**src/rtl/rxd_pkg.sv**
```systemverilog
package rxd_pkg;
  localparam int unsigned LEN_W     = 11;
  localparam int unsigned ST_BCAST  = 31;
  localparam int unsigned ST_LAST   = 15;
  localparam int unsigned ST_FIRST  = 14;

  function automatic logic [31:0] make_stat(input logic bc, input logic last,
                                            input logic first, input logic [LEN_W-1:0] len);
    logic [31:0] s;
    s = '0;
    s[ST_BCAST] = bc;
    s[ST_LAST]  = last;
    s[ST_FIRST] = first;
    s[LEN_W-1:0] = len;
    return s;
  endfunction
endpackage

```
**src/rtl/rxd_desc_store.sv**
```systemverilog
module rxd_desc_store #(
  parameter int unsigned NUM_DESC  = 32,
  parameter int unsigned BUF_BYTES = 128,
  parameter logic [31:0] BUF_BASE  = 32'h2000_0000,
  parameter int unsigned IW        = 5
) (
  input  logic          clk_i,
  input  logic          rst_ni,
  input  logic          set_i,
  input  logic [IW-1:0] set_idx_i,
  input  logic [31:0]   set_stat_i,
  input  logic          rel_i,
  input  logic [IW-1:0] rel_idx_i,
  input  logic [IW-1:0] rd_idx_i,
  output logic [31:0]   rd_addr_o,
  output logic [31:0]   rd_stat_o,
  output logic          cur_own_o,
  output logic          cur_wrap_o
);
  logic [NUM_DESC-1:0] own_q;
  logic [NUM_DESC-1:0] wrap_w;
  logic [31:0]         stat_q [NUM_DESC];
  logic [31:0]         addr_w [NUM_DESC];

  for (genvar g = 0; g < NUM_DESC; g++) begin : g_desc
    localparam logic [31:0] BUF_ADDR = BUF_BASE + 32'(g * BUF_BYTES);
    assign wrap_w[g] = (g == NUM_DESC - 1);
    assign addr_w[g] = {BUF_ADDR[31:2], wrap_w[g], own_q[g]};

    // hardware set has priority over a release in the same cycle
    always_ff @(posedge clk_i or negedge rst_ni) begin
      if (!rst_ni) begin
        own_q[g]  <= 1'b0;
        stat_q[g] <= '0;
      end else if (set_i && set_idx_i == IW'(g)) begin
        own_q[g]  <= 1'b1;
        stat_q[g] <= set_stat_i;
      end else if (rel_i && rel_idx_i == IW'(g)) begin
        own_q[g]  <= 1'b0;
      end
    end
  end

  always_comb begin
    rd_addr_o = '0;
    rd_stat_o = '0;
    if (32'(rd_idx_i) < NUM_DESC) begin
      rd_addr_o = addr_w[rd_idx_i];
      rd_stat_o = stat_q[rd_idx_i];
    end
  end

  assign cur_own_o  = (32'(set_idx_i) < NUM_DESC) ? own_q[set_idx_i]  : 1'b1;
  assign cur_wrap_o = (32'(set_idx_i) < NUM_DESC) ? wrap_w[set_idx_i] : 1'b1;
endmodule

```
**src/rtl/rxd_bcast_det.sv**
```systemverilog
module rxd_bcast_det #(
  parameter int unsigned HDR_BYTES = 6
) (
  input  logic       clk_i,
  input  logic       rst_ni,
  input  logic       start_i,
  input  logic       step_i,
  input  logic [7:0] data_i,
  output logic       bc_o
);
  localparam int unsigned CW = $clog2(HDR_BYTES + 1);

  logic          run_q, base_run, cur_run;
  logic [CW-1:0] seen_q, base_seen, cur_seen;

  always_comb begin
    base_run  = start_i ? 1'b1 : run_q;
    base_seen = start_i ? '0 : seen_q;
    if (base_seen < CW'(HDR_BYTES)) begin
      cur_run  = base_run & (data_i == 8'hFF);
      cur_seen = base_seen + 1'b1;
    end else begin
      cur_run  = base_run;
      cur_seen = base_seen;
    end
  end

  assign bc_o = cur_run && (cur_seen == CW'(HDR_BYTES));

  always_ff @(posedge clk_i or negedge rst_ni) begin
    if (!rst_ni) begin
      run_q  <= 1'b0;
      seen_q <= '0;
    end else if (step_i) begin
      run_q  <= cur_run;
      seen_q <= cur_seen;
    end
  end
endmodule

```
**src/rtl/rxd_frame_ctrl.sv**
```systemverilog
module rxd_frame_ctrl
  import rxd_pkg::*;
#(
  parameter int unsigned BUF_BYTES = 128,
  parameter logic [31:0] BUF_BASE  = 32'h2000_0000,
  parameter int unsigned MAX_FRAME = 1536,
  parameter int unsigned IW        = 5
) (
  input  logic          clk_i,
  input  logic          rst_ni,
  input  logic          rx_valid_i,
  input  logic          rx_sof_i,
  input  logic          rx_eof_i,
  input  logic [7:0]    rx_data_i,
  input  logic          own_i,
  input  logic          wrap_i,
  input  logic          bc_i,
  output logic [IW-1:0] cur_idx_o,
  output logic          start_o,
  output logic          step_o,
  output logic          set_o,
  output logic [31:0]   set_stat_o,
  output logic          dram_we_o,
  output logic [31:0]   dram_addr_o,
  output logic [7:0]    dram_data_o,
  output logic          frame_done_o,
  output logic          bna_o,
  output logic          ovr_o
);
  localparam int unsigned OW = $clog2(BUF_BYTES);

  logic             in_frame_q, drop_q, first_q;
  logic [IW-1:0]    idx_q;
  logic [OW-1:0]    off_q, eff_off;
  logic [LEN_W-1:0] len_q, eff_len, new_len;
  logic             is_start, in_scope, active, over, blocked, wr, close, eff_first, drop_n;
  logic             we_q, done_q, bna_q, ovr_q;
  logic [31:0]      addr_q;
  logic [7:0]       data_q;

  always_comb begin
    is_start  = rx_valid_i && rx_sof_i;
    in_scope  = rx_valid_i && (rx_sof_i || in_frame_q);
    active    = is_start || (rx_valid_i && in_frame_q && !drop_q);
    eff_off   = is_start ? '0 : off_q;
    eff_len   = is_start ? '0 : len_q;
    eff_first = is_start ? 1'b1 : first_q;
    new_len   = eff_len + 1'b1;
    over      = active && (eff_len == LEN_W'(MAX_FRAME));
    blocked   = active && !over && (eff_off == '0) && own_i;
    wr        = active && !over && !blocked;
    close     = wr && (rx_eof_i || eff_off == OW'(BUF_BYTES - 1));
    drop_n    = (over || blocked) ? 1'b1 : (is_start ? 1'b0 : drop_q);
  end

  assign cur_idx_o  = idx_q;
  assign start_o    = is_start;
  assign step_o     = wr;
  assign set_o      = close;
  assign set_stat_o = make_stat(bc_i, rx_eof_i, eff_first, rx_eof_i ? new_len : '0);

  always_ff @(posedge clk_i or negedge rst_ni) begin
    if (!rst_ni) begin
      in_frame_q <= 1'b0;
      drop_q     <= 1'b0;
      first_q    <= 1'b0;
      idx_q      <= '0;
      off_q      <= '0;
      len_q      <= '0;
      we_q       <= 1'b0;
      done_q     <= 1'b0;
      bna_q      <= 1'b0;
      ovr_q      <= 1'b0;
      addr_q     <= '0;
      data_q     <= '0;
    end else begin
      we_q   <= wr;
      done_q <= close && rx_eof_i;
      bna_q  <= blocked;
      ovr_q  <= over;
      if (wr) begin
        addr_q <= BUF_BASE + 32'(idx_q) * 32'(BUF_BYTES) + 32'(eff_off);
        data_q <= rx_data_i;
      end
      if (in_scope) begin
        in_frame_q <= !rx_eof_i;
        drop_q     <= drop_n;
      end
      if (wr) begin
        len_q   <= new_len;
        off_q   <= close ? '0 : eff_off + 1'b1;
        first_q <= close ? 1'b0 : eff_first;
      end else if (is_start) begin
        len_q   <= '0;
        off_q   <= '0;
        first_q <= 1'b1;
      end
      if (close) idx_q <= wrap_i ? '0 : idx_q + 1'b1;
    end
  end

  assign dram_we_o    = we_q;
  assign dram_addr_o  = addr_q;
  assign dram_data_o  = data_q;
  assign frame_done_o = done_q;
  assign bna_o        = bna_q;
  assign ovr_o        = ovr_q;
endmodule

```
**src/rtl/rxd_ring_writer.sv**
```systemverilog
module rxd_ring_writer
  import rxd_pkg::*;
#(
  parameter int unsigned NUM_DESC  = 32,
  parameter int unsigned BUF_BYTES = 128,
  parameter logic [31:0] BUF_BASE  = 32'h2000_0000,
  parameter int unsigned MAX_FRAME = 1536
) (
  input  logic                        clk_i,
  input  logic                        rst_ni,
  input  logic                        rx_valid_i,
  input  logic                        rx_sof_i,
  input  logic                        rx_eof_i,
  input  logic [7:0]                  rx_data_i,
  output logic                        dram_we_o,
  output logic [31:0]                 dram_addr_o,
  output logic [7:0]                  dram_data_o,
  input  logic [$clog2(NUM_DESC)-1:0] desc_idx_i,
  output logic [31:0]                 desc_addr_o,
  output logic [31:0]                 desc_stat_o,
  input  logic                        rel_valid_i,
  input  logic [$clog2(NUM_DESC)-1:0] rel_idx_i,
  output logic                        frame_done_o,
  output logic                        bna_o,
  output logic                        ovr_o
);
  localparam int unsigned IW = $clog2(NUM_DESC);

  logic [IW-1:0] cur_idx;
  logic          cur_own, cur_wrap, bc, start, step, set;
  logic [31:0]   set_stat;

  rxd_frame_ctrl #(
    .BUF_BYTES(BUF_BYTES), .BUF_BASE(BUF_BASE), .MAX_FRAME(MAX_FRAME), .IW(IW)
  ) i_ctrl (
    .clk_i, .rst_ni, .rx_valid_i, .rx_sof_i, .rx_eof_i, .rx_data_i,
    .own_i(cur_own), .wrap_i(cur_wrap), .bc_i(bc),
    .cur_idx_o(cur_idx), .start_o(start), .step_o(step),
    .set_o(set), .set_stat_o(set_stat),
    .dram_we_o, .dram_addr_o, .dram_data_o,
    .frame_done_o, .bna_o, .ovr_o
  );

  rxd_bcast_det #(.HDR_BYTES(6)) i_bcast (
    .clk_i, .rst_ni, .start_i(start), .step_i(step), .data_i(rx_data_i), .bc_o(bc)
  );

  rxd_desc_store #(
    .NUM_DESC(NUM_DESC), .BUF_BYTES(BUF_BYTES), .BUF_BASE(BUF_BASE), .IW(IW)
  ) i_store (
    .clk_i, .rst_ni,
    .set_i(set), .set_idx_i(cur_idx), .set_stat_i(set_stat),
    .rel_i(rel_valid_i), .rel_idx_i(rel_idx_i),
    .rd_idx_i(desc_idx_i), .rd_addr_o(desc_addr_o), .rd_stat_o(desc_stat_o),
    .cur_own_o(cur_own), .cur_wrap_o(cur_wrap)
  );
endmodule

```
**config.mk**
```make
export PLATFORM = sky130hd
export DESIGN_NAME = rxd_ring_writer
export DESIGN_NICKNAME = d
export VERILOG_FILES = /design/src/rtl/rxd_pkg.sv /design/src/rtl/rxd_desc_store.sv /design/src/rtl/rxd_bcast_det.sv /design/src/rtl/rxd_frame_ctrl.sv /design/src/rtl/rxd_ring_writer.sv
export SDC_FILE = /design/constraint.sdc
export NUM_CORES = 1
export LEC_CHECK = 0
export BUFFER_PORTS_ARGS = -buffer_cell sky130_fd_sc_hd__buf_4
export CAP_MARGIN = 20
export CORE_MARGIN = 5
export CORE_UTILIZATION = 45
export CTS_CLUSTER_DIAMETER = 150
export DETAILED_ROUTE_END_ITERATION = 8
export GPL_ROUTABILITY_DRIVEN = 0
export MAX_ROUTING_LAYER = met4
export SLEW_MARGIN = 0
export SYNTH_ARGS = -nofsm -noshare
export SYNTH_HDL_FRONTEND = slang
export SYNTH_SLANG_ARGS = --single-unit
```
**constraint.sdc**
```tcl
create_clock -name clk_i -period 3.35 [get_ports clk_i]
set_clock_uncertainty 0.05 [all_clocks]
set_input_delay 0.335 -clock clk_i [delete_from_list [all_inputs] [get_ports clk_i]]
set_output_delay 0.335 -clock clk_i [all_outputs]
set_load 0.01 [all_outputs]
```
### Yosys cells after proc, flatten, opt, wreduce, memory -nomap -nowiden

Memory sizes are Yosys's and may differ from the RTL's.
Cells that the tools add are included.

| operators by class | value |
|---|---|
| $lt $le $gt $ge | 3 |
| add/sub/neg operators | 6 |
| bitwise operators | 2 |
| reduce and logical (&&, ||, !) cells | 121 |
| equality and inequality tests | 66 |
| multiplexer cells | 89 |

Operator list:

| cell | count |
|---|---|
| 32-bit binary-select mux with 5-bit select | 2 |
| 5-bit equality test, second input constant | 32 |
| 32-bit 2-to-1 mux | 4 |
| 5-bit by 4-bit equality test with 1-bit output, second input constant | 16 |
| 1-bit logical AND | 76 |
| 1-bit 2-to-1 mux | 73 |
| 2-bit nonzero test | 33 |
| 5-bit by 3-bit equality test with 1-bit output, second input constant | 8 |
| 11-bit 2-to-1 mux | 3 |
| 32-bit by 7-bit adder with 32-bit output | 1 |
| 30-bit by 12-bit adder with 31-bit output, first input constant | 1 |
| 7-bit 2-to-1 mux | 3 |
| 5-bit by 2-bit equality test with 1-bit output, second input constant | 4 |
| 11-bit by 1-bit adder with 11-bit output, second input constant | 1 |
| 11-bit equality test, second input constant | 1 |
| 5-bit by 1-bit equality test with 1-bit output, second input constant | 2 |
| 5-bit logical NOT | 2 |
| 8-bit equality test, second input constant | 1 |
| 7-bit by 1-bit adder with 7-bit output, second input constant | 1 |
| 7-bit equality test, second input constant | 1 |
| 7-bit logical NOT | 1 |
| 6-bit >= comparator, second input constant | 1 |
| 5-bit by 6-bit < comparator with 1-bit output, second input constant | 1 |
| 3-bit 2-to-1 mux | 2 |
| other kinds (11) | 17 |

| storage, ports and cells | value |
|---|---|
| memories | 1 |
| bits in registers | 554 |
| output and inout port bits | 108 |
| bits of input ports | 24 |
| word-level logic and storage cells | 366 |
| ROM bits | 32 |

Memories:

| memory | depth | bits a word | rd ports | clocked after memory_dff | write ports | line | RTL |
|---|---|---|---|---|---|---|---|
| (no name shown) | 32 | 1 | 1 | 0 | 0 | rxd_desc_store.sv:54 | `assign cur_wrap_o = (32'(set_idx_i) < NUM_DESC) ? wrap_w[set_idx_i] : 1'b1;` |

### Logic depth before layout (Yosys ltp)

| logic depth | value |
|---|---|
| depth after elaboration | 13 |
| depth in mapped cells | 15 |
| depth with buffers taken out | 10 |

### By module

From an unflattened synthesis, not the netlist that was laid out.

| second synthesis, totals | value |
|---|---|
| cells, all modules | 3270 |
| area, all modules | 51260.4 um2 |

By module, submodules not included:

| module | area an instance (um2) | cells an instance | times used |
|---|---|---|---|
| rxd_desc_store | 48161.2 | 2926 | 1 |
| rxd_frame_ctrl | 2820.2 | 314 | 1 |
| rxd_bcast_det | 279.0 | 30 | 1 |

### Worst setup path before layout

No wires, ideal clock.

| path | value |
|---|---|
| path type | input to register |
| from | input port rx_sof_i |
| to | register i_store.stat_q[10] (netlist bit) |
| stages on the path | 14 |
| path slack | 0.025 ns |
| arrival time | 3.150 ns |
| library setup time | 0.125 ns |
| required time | 3.175 ns |
| cell sequence | nand2_1 -> clkbuf_1 -> clkbuf_1 -> nand2_1 -> inv_1 -> ha_1 -> nand2_1 -> nor4bb_1 -> o211a_1 -> buf_1 -> nand2_1 -> a21oi_4 -> buf_12 -> mux2_4 |

| between the ends | value |
|---|---|
| elaborated cells on any way between the ends | 19 |
| those cells by class | add/sub (1); eq/ne (2); mux (3); reduce/logical (13) |

RTL lines:

| what | line | RTL |
|---|---|---|
| from (decl) | rxd_ring_writer.sv:12 | `input logic rx_sof_i,` |
| 1-bit logical AND (*) | rxd_frame_ctrl.sv:42 | `is_start = rx_valid_i && rx_sof_i;` |
| 7-bit 2-to-1 mux (*) | rxd_frame_ctrl.sv:45 | `eff_off = is_start ? '0 : off_q;` |
| named net i_ctrl.eff_off[0] | rxd_frame_ctrl.sv:34 | `logic [OW-1:0] off_q, eff_off;` |
| 7-bit logical NOT | rxd_frame_ctrl.sv:50 | `blocked = active && !over && (eff_off == '0) && own_i;` |
| 1-bit logical AND (2 in series) | rxd_frame_ctrl.sv:50 |  |
| 1-bit logical NOT | rxd_frame_ctrl.sv:51 | `wr = active && !over && !blocked;` |
| 1-bit logical AND | rxd_frame_ctrl.sv:51 |  |
| 1-bit logical AND (*) | rxd_frame_ctrl.sv:52 | `close = wr && (rx_eof_i \|\| eff_off == OW'(BUF_BYTES - 1));` |
| 1-bit logical AND (*) | rxd_desc_store.sv:35 | `end else if (set_i && set_idx_i == IW'(g)) begin` |
| to (signal, indexed assignment) | rxd_desc_store.sv:37 | `stat_q[g] <= set_stat_i;` |
| to (decl) | rxd_desc_store.sv:22 | `logic [31:0] stat_q [NUM_DESC];` |

Mark *: on every way through the listed nets, which the timed path passes. The rest lies on a longest branch.
A chain may end at the register's enable or synchronous reset.

### Worst setup path in the final report

| path | value |
|---|---|
| from | input port rx_valid_i |
| to | register i_store.stat_q[198] (netlist bit) |

| between the ends | value |
|---|---|
| elaborated cells on any way between the ends | 21 |
| those cells by class | add/sub (1); eq/ne (2); mux (3); reduce/logical (15) |

RTL lines:

| what | line | RTL |
|---|---|---|
| from (decl) | rxd_ring_writer.sv:11 | `input logic rx_valid_i,` |
| 1-bit logical AND (*) | rxd_frame_ctrl.sv:42 |  |
| 7-bit 2-to-1 mux (*) | rxd_frame_ctrl.sv:45 |  |
| named net i_ctrl.eff_off[0] | rxd_frame_ctrl.sv:34 |  |
| 7-bit logical NOT | rxd_frame_ctrl.sv:50 |  |
| 1-bit logical AND (2 in series) | rxd_frame_ctrl.sv:50 |  |
| 1-bit logical NOT | rxd_frame_ctrl.sv:51 |  |
| 1-bit logical AND | rxd_frame_ctrl.sv:51 |  |
| 1-bit logical AND (*) | rxd_frame_ctrl.sv:52 |  |
| 1-bit logical AND (*) | rxd_desc_store.sv:35 |  |

Marks and branches as above.

==> results.sh <==
export IMPL_cts_max_level=2
export IMPL_power_total_mw=18.0
export IMPL_antenna_left=0
export IMPL_cts_buffers=56
export IMPL_drc_errors=0
export IMPL_num_io_pins=132
export IMPL_period_needed_ns=3.09
export IMPL_post_drt_wl_per_cell_um=23.5
export IMPL_grt_pass1_wl_um=104000
export IMPL_utilization=0.518
export IMPL_syn_inst=1995
export IMPL_ys_types=72
export IMPL_synthFlopType="dfrtp_1"
export IMPL_async_reset_ff_frac=1.00
export IMPL_std_cell_rows=87
export IMPL_min_period_over_period=0.923
export IMPL_finalHoldViolCount=0
export IMPL_path_buf_inv=5
export IMPL_areaGrowthSynthToFinish_pct=13.6
export IMPL_synth_edff_count=0
export IMPL_crit_type="in -> reg"
export IMPL_grt_ovfl_total=0
export IMPL_synth_seq_area_share=0.519
export IMPL_netlist_area_leader_share=0.519
export IMPL_hold_class="in -> reg"
export IMPL_rr_worst_depth=7
export IMPL_fin_setup_tns_ns=0
export IMPL_cpPeakStageDelay_ns=0.54
export IMPL_cts_sinks=535
export IMPL_rsz0062_at_grt="no"
export IMPL_finalWirelength_um=66800
export IMPL_crit_top_cell="nand2_1"
export IMPL_drt_iter0_markers=1340
export IMPL_setup_viol=0
export IMPL_path_clk_slew_ns=0.06
export IMPL_hold_ws_ns=0.0976
export IMPL_critPathRequiredTime_ns=3.79
export IMPL_max_slew_worst_pin_slew_ns=0.992
export IMPL_cpMaxStageDelayCell="dlygate4sd3_1"
export IMPL_end_kind="flop"
export IMPL_die_w_um=250
export IMPL_initial_core_util=0.456
export IMPL_cts_buffer_depth=3
export IMPL_drive_gt1_frac=0.352
export IMPL_vias=16200
export IMPL_io_buffer_count=69
export IMPL_cp_depth=14
export IMPL_die_h_um=250
export IMPL_post_layout_nonfiller_instances=2838
export IMPL_synth_area_sq_mm=0.0258
export IMPL_viasPerCell=5.72
export IMPL_dp_cells=2730
export IMPL_grt_total_usage=0.220
export IMPL_min_path_cells=3
export IMPL_cap_viol_max_count=0
export IMPL_synth_area_top_cells="dfrtp_1 52%, mux4_2 14%, mux2_2 12%"
export IMPL_cp_arrival_ns=3.53
export IMPL_dieArea_sq_mm=0.0623
export IMPL_p_leak_nw=13.6
export IMPL_fmax_mhz=323
export IMPL_ys_warn_count=0
export IMPL_grt_pass1_vias=17000
export IMPL_synth_avg_cell_area_sq_um=12.9
export IMPL_first_pass_iters=5
export IMPL_yosys_area_top_type="dfrtp_1"
export IMPL_status="completed"
export IMPL_dp_hpwl_um=42800
export IMPL_cts_root_buf="clkbuf_16"
export IMPL_vdd_drop_max_mv=0.647
export IMPL_crit_fanout=16
export IMPL_antenna_found_initial=2
export IMPL_fin_nets=2079
export IMPL_synth_seq_cells=535
export IMPL_cp_top_family="buffers and inverters"
export IMPL_path_cells="dlygate4sd3_1 -> buf_4 -> nand2_1 -> nand2_1 -> inv_1 -> ha_1 -> nand2_1 -> nor4bb_2 -> o211ai_1 -> a31oi_2 -> buf_12 -> and4_1 -> buf_12 -> mux2_2"
export IMPL_relSlewSlack=0.336
export IMPL_maxSlewViolCount=0
export IMPL_grt_max_degree=100
export IMPL_critPathLaunchType="input port"
export IMPL_cts_tree="done"
export IMPL_core_sq_mm=0.0566
export IMPL_pwr_density_cell_mw_per_mm2=612
export IMPL_clock_latency_ns=0.60
cell families after synthesis:
logic type | after synthesis | synth area share
DFF | 535 | 0.519
muxes | 477 | 0.278
and+or+nand+nor | 399 | 0.0721
AOI/OAI and AO/OA | 300 | 0.0684
buffers and inverters | 259 | 0.0527
adders and majority gates | 12 | 0.00582
xor gates and xnor gates | 11 | 0.00373
other | 2 | 0.000291
worst min-delay path: stages:
cell     delay (ns)
buf_4          0.13
o21ai_0        0.16
nor2_1         0.07
synthesized netlist by cell type, drive strengths merged (2+ instances only):
library cell,count
o311ai,6
nor2b,5
mux2,315
dfrtp,535
and4,5
mux2i,6
a21o,4
ha,12
nor3,6
nor2,41
o22ai,7
a211oi,2
o211ai,11
nand3,27
buf,124
a2bb2o,2
or2,11
clkbuf,120
and2,17
a211o,2
nand2b,14
inv,13
nand4,11
o21ai,213
mux4,156
a31oi,5
o2111ai,5
clkinv,2
a21oi,23
nor3b,4
and3,16
xnor2,8
a32o,5
o21a,3
nand2,237
xor2,3
conb,2
stage by stage:
step | instance area (sq um) | worst slack [ns]
finish | 29300 | 0.258
floorplan | 26000 | 0.0247
detailed placement | 27500 | 0.0709
global route | 29300 | 0.0607
global placement | 27500 | 0.136
CTS | 29300 | 0.121
repair_timing:
| action | in CTS | in global routing |
|---|---|---|
| endpoints found under the setup margin | 0 | 54 |
| setup buffers | 0 | 1 |
| hold endpoints to repair | 84 | 0 |
| hold buffers | 10 | 0 |
| resized for setup | 0 | 2 |
cells in the final DEF (no fill, tap or decap), types with 12 or more instances in the layout:
master and n:
dfrtp_1 534, mux2_2 284, nand2_1 237, o21ai_0 212, mux4_2 155, buf_4 121
conb_1 62, clkbuf_16 57, nor2_1 41, buf_12 41, nand3_1 21, a21oi_1 19
clkbuf_1 19, and3_1 16, mux2_4 16, and2_1 15, mux2_1 15, nand2b_1 14
inv_1 12, ha_1 12
path summary, 6_finish.rpt:
path,startpoint,to,slack [ns]
min,rx_sof_i,i_ctrl.ovr_o,0.1
max reg2reg,i_ctrl.cur_idx_o[2],i_store.stat_q[15],0.27
min reg2reg,i_store.stat_q[772],i_store.stat_q[772],0.42
max,rx_valid_i,i_store.stat_q[198],0.26
min in group asynchronous,rst_ni,i_store.stat_q[485],0.28
max in group asynchronous,rst_ni,i_ctrl.cur_idx_o[1],1.93
sequential cells by signal (all words and copies together) (netlist names), 3 cells and up:
signal / count
i_ctrl.off_q: 7
i_ctrl.len_q: 11
i_store.stat_q: 448
i_ctrl.cur_idx_o: 5
i_ctrl.dram_data_o: 8
i_ctrl.dram_addr_o: 13
i_bcast.seen_q: 3
i_store.addr_w: 32
layer usage:
| layer | track usage | vias up | wire (um) |
|---|---|---|---|
| li1 | - | 7156 | - |
| met1 | 0.303 | 8540 | 29700 |
| met2 | 0.338 | 433 | 31300 |
| met3 | 0.0449 | 103 | 3890 |
| met4 | 0.0586 | 0 | 1870 |
| met5 | - | - | 0 |
report_power, final:
group	internal (mW)	switching (mW)	leakage, nW	total, mW
Clock	3.48	2.53	0.858	6.01
Sequential	7.35	0.622	7.34	7.97
Combinational	1.79	2.20	5.43	3.98
Total	12.6	5.35	13.6	18.0
area by class of cell:
cell class	instances	area, sq um
clock inverters	10	108
diodes	1	2.50
fillers	4792	27300
clock buffers	86	1640
flip-flops and latches	535	13400
inverters	15	56.3
multi-input cells	1261	11300
repair buffers	174	1860
well taps	756	946
Note: power is estimated with default switching activity, not from simulation.
